--- src/rtl/owm_pkg.sv ---
package owm_pkg;

  typedef enum logic [1:0] {
    ST_IDLE = 2'd0,
    ST_BIT  = 2'd1,
    ST_RISE = 2'd2,
    ST_PRES = 2'd3
  } owm_state_t;

  function automatic int owm_max3(input int a, input int b, input int c);
    int m;
    m = (a > b) ? a : b;
    return (m > c) ? m : c;
  endfunction

endpackage

--- src/rtl/owm_sync.sv ---
module owm_sync #(
  parameter int STAGES = 2
) (
  input  logic clk,
  input  logic rst,
  input  logic din,
  output logic dout
);
  logic [STAGES-1:0] chain;

  generate
    for (genvar g = 0; g < STAGES; g++) begin : g_stage
      if (g == 0) begin : g_first
        always_ff @(posedge clk) begin
          if (rst) chain[0] <= 1'b1;
          else     chain[0] <= din;
        end
      end else begin : g_next
        always_ff @(posedge clk) begin
          if (rst) chain[g] <= 1'b1;
          else     chain[g] <= chain[g-1];
        end
      end
    end
  endgenerate

  assign dout = chain[STAGES-1];
endmodule

--- src/rtl/owm_timer.sv ---
module owm_timer #(
  parameter int CW = 9
) (
  input  logic          clk,
  input  logic          rst,
  input  logic          mark,
  output logic [CW-1:0] cnt
);
  always_ff @(posedge clk) begin
    if (rst)              cnt <= '0;
    else if (mark)        cnt <= CW'(1);
    else if (cnt != '1)   cnt <= cnt + CW'(1);
  end
endmodule

--- src/rtl/owm_mode.sv ---
module owm_mode (
  input  logic clk,
  input  logic rst,
  input  logic set_od,
  input  logic clr_od,
  output logic od
);
  always_ff @(posedge clk) begin
    if (rst)         od <= 1'b0;
    else if (clr_od) od <= 1'b0;
    else if (set_od) od <= 1'b1;
  end
endmodule

--- src/rtl/owm_fsm.sv ---
module owm_fsm
  import owm_pkg::*;
#(
  parameter int CW       = 9,
  parameter int T_BIT_N  = 14,
  parameter int T_PRES_N = 74,
  parameter int T_RST_N  = 479,
  parameter int T_BIT_O  = 1,
  parameter int T_PRES_O = 9,
  parameter int T_RST_O  = 47
) (
  input  logic          clk,
  input  logic          rst,
  input  logic          lvl,
  input  logic [CW-1:0] cnt,
  input  logic          od,
  output logic          mark,
  output logic          clr_od,
  output logic          bit_valid,
  output logic          bit_value,
  output logic          rst_strobe,
  output logic          rst_is_od,
  output logic          pres_strobe,
  output logic          pres_found
);
  owm_state_t st, nxt;
  logic [CW-1:0] th_bit, th_pres;
  logic ev_bit, ev_rst, ev_rst_od, ev_pres;

  assign th_bit  = od ? CW'(T_BIT_O)  : CW'(T_BIT_N);
  assign th_pres = od ? CW'(T_PRES_O) : CW'(T_PRES_N);

  always_comb begin
    nxt       = st;
    mark      = 1'b0;
    clr_od    = 1'b0;
    ev_bit    = 1'b0;
    ev_rst    = 1'b0;
    ev_rst_od = 1'b0;
    ev_pres   = 1'b0;
    case (st)
      ST_IDLE: begin
        if (!lvl) begin
          nxt  = ST_BIT;
          mark = 1'b1;
        end
      end
      ST_BIT: begin
        if (cnt == th_bit) begin
          ev_bit = 1'b1;
          nxt    = lvl ? ST_IDLE : ST_RISE;
        end
      end
      ST_RISE: begin
        if (lvl) begin
          if (cnt > CW'(T_RST_N)) begin
            ev_rst = 1'b1;
            clr_od = 1'b1;
            mark   = 1'b1;
            nxt    = ST_PRES;
          end else if (od && (cnt > CW'(T_RST_O))) begin
            ev_rst    = 1'b1;
            ev_rst_od = 1'b1;
            mark      = 1'b1;
            nxt       = ST_PRES;
          end else begin
            nxt = ST_IDLE;
          end
        end
      end
      ST_PRES: begin
        if (cnt == th_pres) begin
          ev_pres = 1'b1;
          if (!lvl) begin
            mark = 1'b1;
            nxt  = ST_RISE;
          end else begin
            nxt = ST_IDLE;
          end
        end
      end
      default: nxt = ST_IDLE;
    endcase
  end

  always_ff @(posedge clk) begin
    if (rst) begin
      st          <= ST_IDLE;
      bit_valid   <= 1'b0;
      bit_value   <= 1'b0;
      rst_strobe  <= 1'b0;
      rst_is_od   <= 1'b0;
      pres_strobe <= 1'b0;
      pres_found  <= 1'b0;
    end else begin
      st          <= nxt;
      bit_valid   <= ev_bit;
      rst_strobe  <= ev_rst;
      pres_strobe <= ev_pres;
      if (ev_bit)  bit_value  <= lvl;
      if (ev_rst)  rst_is_od  <= ev_rst_od;
      if (ev_pres) pres_found <= !lvl;
    end
  end
endmodule

--- src/rtl/owire_link_monitor.sv ---
module owire_link_monitor
  import owm_pkg::*;
#(
  parameter int SYNC_STAGES = 2,
  parameter int T_BIT_N     = 14,
  parameter int T_PRES_N    = 74,
  parameter int T_RST_N     = 479,
  parameter int T_BIT_O     = 1,
  parameter int T_PRES_O    = 9,
  parameter int T_RST_O     = 47
) (
  input  logic clk,
  input  logic rst,
  input  logic bus_in,
  input  logic od_set,
  output logic bit_valid,
  output logic bit_value,
  output logic rst_strobe,
  output logic rst_is_od,
  output logic pres_strobe,
  output logic pres_found
);
  localparam int T_MAX = owm_max3(owm_max3(T_BIT_N, T_PRES_N, T_RST_N),
                                  owm_max3(T_BIT_O, T_PRES_O, T_RST_O), 1);
  localparam int CW    = $clog2(T_MAX + 2);

  logic          lvl;
  logic          mark;
  logic          clr_od;
  logic          od_q;
  logic [CW-1:0] cnt;

  owm_sync #(.STAGES(SYNC_STAGES)) u_sync (
    .clk  (clk),
    .rst  (rst),
    .din  (bus_in),
    .dout (lvl)
  );

  owm_timer #(.CW(CW)) u_timer (
    .clk  (clk),
    .rst  (rst),
    .mark (mark),
    .cnt  (cnt)
  );

  owm_mode u_mode (
    .clk    (clk),
    .rst    (rst),
    .set_od (od_set),
    .clr_od (clr_od),
    .od     (od_q)
  );

  owm_fsm #(
    .CW(CW), .T_BIT_N(T_BIT_N), .T_PRES_N(T_PRES_N), .T_RST_N(T_RST_N),
    .T_BIT_O(T_BIT_O), .T_PRES_O(T_PRES_O), .T_RST_O(T_RST_O)
  ) u_fsm (
    .clk         (clk),
    .rst         (rst),
    .lvl         (lvl),
    .cnt         (cnt),
    .od          (od_q),
    .mark        (mark),
    .clr_od      (clr_od),
    .bit_valid   (bit_valid),
    .bit_value   (bit_value),
    .rst_strobe  (rst_strobe),
    .rst_is_od   (rst_is_od),
    .pres_strobe (pres_strobe),
    .pres_found  (pres_found)
  );
endmodule

--- config.mk ---
export PLATFORM = sky130hd
export DESIGN_NAME = owire_link_monitor
export DESIGN_NICKNAME = d
export VERILOG_FILES = /design/src/rtl/owm_pkg.sv /design/src/rtl/owm_sync.sv /design/src/rtl/owm_timer.sv /design/src/rtl/owm_mode.sv /design/src/rtl/owm_fsm.sv /design/src/rtl/owire_link_monitor.sv
export SDC_FILE = /design/constraint.sdc
export NUM_CORES = 1
export LEC_CHECK = 0
export BUFFER_PORTS_ARGS = -buffer_cell sky130_fd_sc_hd__buf_2
export CORE_ASPECT_RATIO = 0.8
export CORE_MARGIN = 5
export CORE_UTILIZATION = 55
export DETAILED_ROUTE_END_ITERATION = 10
export GPL_ROUTABILITY_DRIVEN = 0
export PLACE_DENSITY = 0.75
export SLEW_MARGIN = 10
export SYNTH_ARGS = -nofsm -noshare
export SYNTH_HDL_FRONTEND = slang
export SYNTH_SLANG_ARGS = --single-unit
--- constraint.sdc ---
create_clock -name clk -period 2.35 [get_ports clk]
set_input_delay 0.47 -clock clk [delete_from_list [all_inputs] [get_ports clk]]
set_output_delay 0.47 -clock clk [all_outputs]
set_load 0.05 [all_outputs]
## Word level (Yosys, flattened, before mapping)

Cells that the tools add are included.

| cells by class | value |
|---|---|
| shifts and indexed selects | 0 |
| divide/modulo/power cells | 0 |
| add/sub/neg operators | 1 |
| $mul | 0 |
| eq/ne operators | 10 |
| multiplexer cells | 29 |
| magnitude comparators | 2 |
| bitwise logic cells | 0 |
| reductions and logical operators | 7 |

Operator list:

| cell | number |
|---|---|
| 2-to-1 mux 1 bit | 18 |
| 2-to-1 mux 2 bit | 7 |
| adder 9 x 1 -> 9 bit (second input constant) | 1 |
| equality test 9 x 4 -> 1 bit | 1 |
| equality test 9 x 7 -> 1 bit | 1 |
| greater-than comparator 9 x 6 -> 1 bit (second input constant) | 1 |
| greater-than comparator 9 bit (second input constant) | 1 |
| inequality test 9 bit (second input constant) | 1 |
| case mux 2 bit (4 select lines) | 1 |
| 2-to-1 mux 7 bit | 1 |
| equality test 2 bit (second input constant) | 2 |
| 2-to-1 mux 4 bit | 1 |
| inequality test 2 x 1 -> 1 bit (second input constant) | 2 |
| inequality test 2 bit (second input constant) | 2 |
| AND reduction 4 bit | 1 |
| OR reduction 2 bit | 2 |
| case mux 1 bit (3 select lines) | 1 |
| equality test 2 x 1 -> 1 bit (second input constant) | 1 |
| logical NOT 2 bit | 1 |
| nonzero test 2 bit | 1 |
| logical AND 1 bit | 1 |
| logical NOT 1 bit | 1 |

| word-level totals | value |
|---|---|
| ROM bits | 0 |
| register bits after elaboration | 20 |
| RAM bits | 0 |
| latch bits | 0 |
| word-level logic and storage cells | 61 |
| memories kept | 0 |
| output and inout port bits | 6 |

## Depth between registers and ports, before layout

| logic depth | value |
|---|---|
| word-level depth | 7 |
| depth in mapped cells | 9 |
| gate-level depth less buffers | 8 |

## Hierarchy

From an unflattened synthesis, not the netlist that was laid out.

| unflattened totals | value |
|---|---|
| cells, all modules | 113 |
| area total of the unflattened synthesis | 1012.2 um^2 |

By module, submodules not included:

| module | instances | area each (um^2) | cells an instance |
|---|---|---|---|
| owm_fsm | 1 | 505.5 | 61 |
| owm_timer | 1 | 420.4 | 45 |
| owm_sync | 1 | 52.6 | 4 |
| owm_mode | 1 | 33.8 | 3 |

## Worst setup path after synthesis

No wires, ideal clock.

| timing | value |
|---|---|
| path kind | register to register |
| start point | reg u_timer.cnt[0] |
| end point | reg u_timer.cnt[7] |
| path slack | 617 ps |
| data arrival time | 1614 ps |
| path buffers | 1 |
| cell stages (with the launch flop) | 10 |
| cells stage by stage | dfxtp_1 -> ha_1 -> nand4_1 -> nor2_1 -> ha_1 -> clkbuf_1 -> nor3_1 -> nand4_1 -> xor2_1 -> nor2_1 |

| between the ends | value |
|---|---|
| longest elaborated chain between the ends | 7 |

Ends and longest elaborated chain:

| element | line | source |
|---|---|---|
| from (decl) | owm_timer.sv:7 | `output logic [CW-1:0] cnt` |
| from (signal assigned) | owm_timer.sv:12 | `else if (cnt != '1) cnt <= cnt + CW'(1);` |
| greater-than comparator 9 x 6 -> 1 bit | owm_fsm.sv:61 | `end else if (od && (cnt > CW'(T_RST_O))) begin` |
| logical AND 1 bit | owm_fsm.sv:61 |  |
| 2-to-1 mux 1 bit | owm_fsm.sv:61 |  |
| 2-to-1 mux 1 bit | owm_fsm.sv:56 | `if (cnt > CW'(T_RST_N)) begin` |
| 2-to-1 mux 1 bit | owm_fsm.sv:55 | `if (lvl) begin` |
| case mux 1 bit (3 select lines) | owm_fsm.sv:41 | `case (st)` |
| OR reduction 2 bit (no source line) | n/a |  |

Parallel ways exist; a longest one is shown, timed or not.
A chain may end at the register's enable or synchronous reset.

## Worst setup path after layout

Ends and elaborated chain as after synthesis.

==> flow_metrics.py <==
metrics = {
    "clocking": {
        "clock-sinks": 20,
        "cts_hold_buf": 0,
        "htreeDepth": 1,
        "insertion_delay_ns": 0.29,
        "cts_tree": "done",
        "clk_pin_slew_ns": 0.10,
        "cts-root-buf": "clkbuf_4",
        "cts_buffers": 3,
        "post_cts_buffers": 0,
        "cts_buffer_depth": 2,
        "cts_resized": 0,
    },
    "logic_synthesis": {
        "netlist.area_leader.share": 0.370,
        "async_reset_ff_frac": 0,
        "synth_ff_type": "dfxtp_1",
        "synth.most_common_cell": "dfxtp_1",
        "synth_area_leader_cell": "dfxtp_1",
        "synth-seq-area-share": 0.370,
        "ys_warn_count": 0,
        "syn_area_per_cell_um2": 8.87,
        "synth_top_cells_by_area": "dfxtp_1 37%, nor2_1 6.2%, xor2_1 4.0%, mux2i_1 3.7%, xnor2_1 3.2%",
        "synth.distinct_cells": 47,
        "synth_area_um2": 1080,
        "synth-edff-count": 0,
        "ys_ff_latch": 20,
        "syn-instance-count": 122,
        "synthTopCellsByCount": "20 x dfxtp_1, 18 x nor2_1, 8 x nand2_1",
        "syn-num-nets": 128,
    },
    "sta": {
        "hold_violations": 0,
        "maxSlewViolCount": 0,
        "min_period_ns": 1.91,
        "slew-limit-headroom": 0.601,
        "tns_ns": 0,
        "period_share": 0.812,
        "finClkSkew_ns": 0.000476,
        "rsz0062_at_grt": "no",
        "worst_pin_slew_ns": 0.598,
        "worst_slack_ns": 0.443,
        "max_freq_ghz": 0.524,
        "setup_viol": 0,
    },
    "detailed_routing": {
        "antenna_left": 0,
        "vias_per_cell": 6.03,
        "routedWlPerCell_um": 14.5,
        "dr.pass1.iters": 4,
        "drc": 0,
        "drtIter0Drc": 40,
        "drt-total-wl_um": 2180,
        "vias": 905,
    },
    "outcome": {
        "status": "complete, no violations",
    },
    "grt": {
        "met2_usage": 0.236,
        "gr-total-overflow": 0,
        "grtUsageMet3": 0.0470,
        "track_usage": 0.163,
        "grt_antenna_before_repair": 0,
        "grt_max_degree": 15,
        "busiest_layer": "met1",
        "globalRouteMet1Util": 0.237,
        "grt_pass1_wl_um": 3810,
        "grt_pass1_vias": 838,
    },
    "worst_setup_path": {
        "cp-start-kind": "register",
        "cp_data_arrival_time_ns": 2.10,
        "cp.required_ns": 2.54,
        "end_kind": "register",
        "ff2ff_setup_slack_ns": 0.44,
        "critPathKind": "register to register",
        "worstPathMaxFanout": 7,
        "rr_worst_depth": 8,
        "timing.rr.start": "u_timer.cnt[0]",
        "timing.rr.end": "u_timer.cnt[7]",
    },
    "worst_hold_path": {
        "whs_path_depth": 2,
        "holdCritPathClass": "input port to register",
        "hold_path.startpoint": "bus_in",
        "whs_endpoint": "u_sync.chain[0]",
    },
    "floorplanning": {
        "start_util": 0.577,
        "pin_count": 10,
        "fp.dieW_um": 59.6,
        "coreArea_um2": 1870,
        "die_y_um": 49.7,
        "rows": 14,
        "dieArea_um2": 2960,
    },
    "power": {
        "p_int_mw": 0.427,
        "switchingPower_mw": 0.133,
        "ir_drop_mv": 0.292,
        "sequentialPowerShare": 0.642,
        "combinationalPowerShare": 0.080,
        "power.static_leakage_nw": 0.414,
        "p_sw_frac": 0.238,
        "power_per_cell_area_nw_per_um2": 493,
        "clkPwrFrac": 0.278,
    },
    "final_layout": {
        "antennaDiodeCount": 0,
        "seqCellArea_um2": 400,
        "nFillCells": 165,
        "final_cell_area_um2": 1140,
        "final_nets": 134,
        "area_delta_synth_final_pct": 5.09,
        "multiInputGateArea_um2": 628,
        "layout-drive-gt1-share": 0.175,
    },
    "placement": {
        "io_buffers": 9,
        "dp_slack_ns": 0.475,
        "dpl_cell_area_um2": 1110,
        "dp_hpwl_um": 1600,
    },
    "job": {
        "maxCapViolCount": 0,
    },
}
==> layer usage <==
metal  share of wire  routed length (um)  vias to the layer above
li1                -                   -                      450
met1            0.51                1110                      435
met2            0.45                 978                       20
met3           0.042                  92                        0
met4               0                   0                        0
met5               0                   0                        -
==> sequential cells by signal, summed over array words and instances (netlist names) <==
name and flops:
u_timer.cnt 9, u_sync.chain 1, u_sync.dout 1, u_fsm.rst_is_od 1, u_fsm.pres_found 1, u_mode.od 1, u_fsm.bit_valid 1, u_fsm.pres_strobe 1
u_fsm.st 2, u_fsm.bit_value 1, u_fsm.rst_strobe 1
==> worst max path at each step <==
stage                   start        endpoint  slack, ns  cells past startpoint
2_1_floorplan  u_timer.cnt[0]  u_timer.cnt[7]       0.62                      9
3_3_place_gp   u_timer.cnt[0]  u_timer.cnt[7]       0.51                      8
3_5_place_dp   u_timer.cnt[0]  u_timer.cnt[7]       0.47                      8
4_1_cts        u_timer.cnt[0]  u_timer.cnt[7]       0.45                      8
5_1_grt        u_timer.cnt[0]  u_timer.cnt[7]       0.27                      8
6_report       u_timer.cnt[0]  u_timer.cnt[7]       0.44                      8
==> critical path, stage by stage (launching register included) <==
cell	delay, ns
dfxtp_1	0.44
ha_1	0.28
nand4_1	0.14
nor2_1	0.15
ha_1	0.35
nor3_1	0.12
nand4_1	0.12
xor2_1	0.15
nor2_1	0.05
==> power by group through the flow <==
stage               combinational [mW]  sequential, mW  clock [mW]
CTS                             0.0453           0.360       0.162
global route                    0.0506           0.362       0.182
floorplan                       0.0388           0.362           0
global placement                0.0440           0.367           0
finish                          0.0449           0.360       0.156
detailed placement              0.0450           0.368           0
==> logic make-up after synthesis <==
family,after synthesis,synth area share
mux,4,0.0370
fa+ha+maj,2,0.0231
flops,20,0.370
compound gates,23,0.185
simple gates,53,0.262
xor+xnor,9,0.0728
buf+inv,11,0.0497
==> placed cells by master, fill, tap and decap left out, drive strengths merged, types with 2 or more instances in the layout <==
cell,count
dfxtp,20
nor2,18
buf,9
nand2,9
xor2,5
nor3,5
xnor2,4
mux2i,4
nand4,3
inv,3
clkbuf,3
nor3b,2
nand3,2
o41a,2
a211o,2
or2,2
nor4,2
a31oi,2
o31ai,2
ha,2
and3b,2
a2111oi,2
==> metrics by stage <==
step / hold slack [ns] / util / total power [mW] / instances
final: 0.353 / 0.607 / 0.561 / 150
after global routing: 0.330 / 0.607 / 0.595 / 150
after CTS: 0.346 / 0.607 / 0.567 / 150
after detailed placement: 0.397 / 0.595 / 0.413 / 147
after global placement: 0.397 / 0.595 / 0.411 / 147
after floorplan: 0.389 / - / 0.401 / 122
==> layout make-up <==
type                    count  share of cell area
well taps                  24              0.0264
repair buffers              9              0.0396
multi-input cells          91               0.552
flip-flops and latches     20               0.352
inverters                   3             0.00990
clock buffers               3              0.0198
Note: power is estimated with default switching activity, not from simulation.
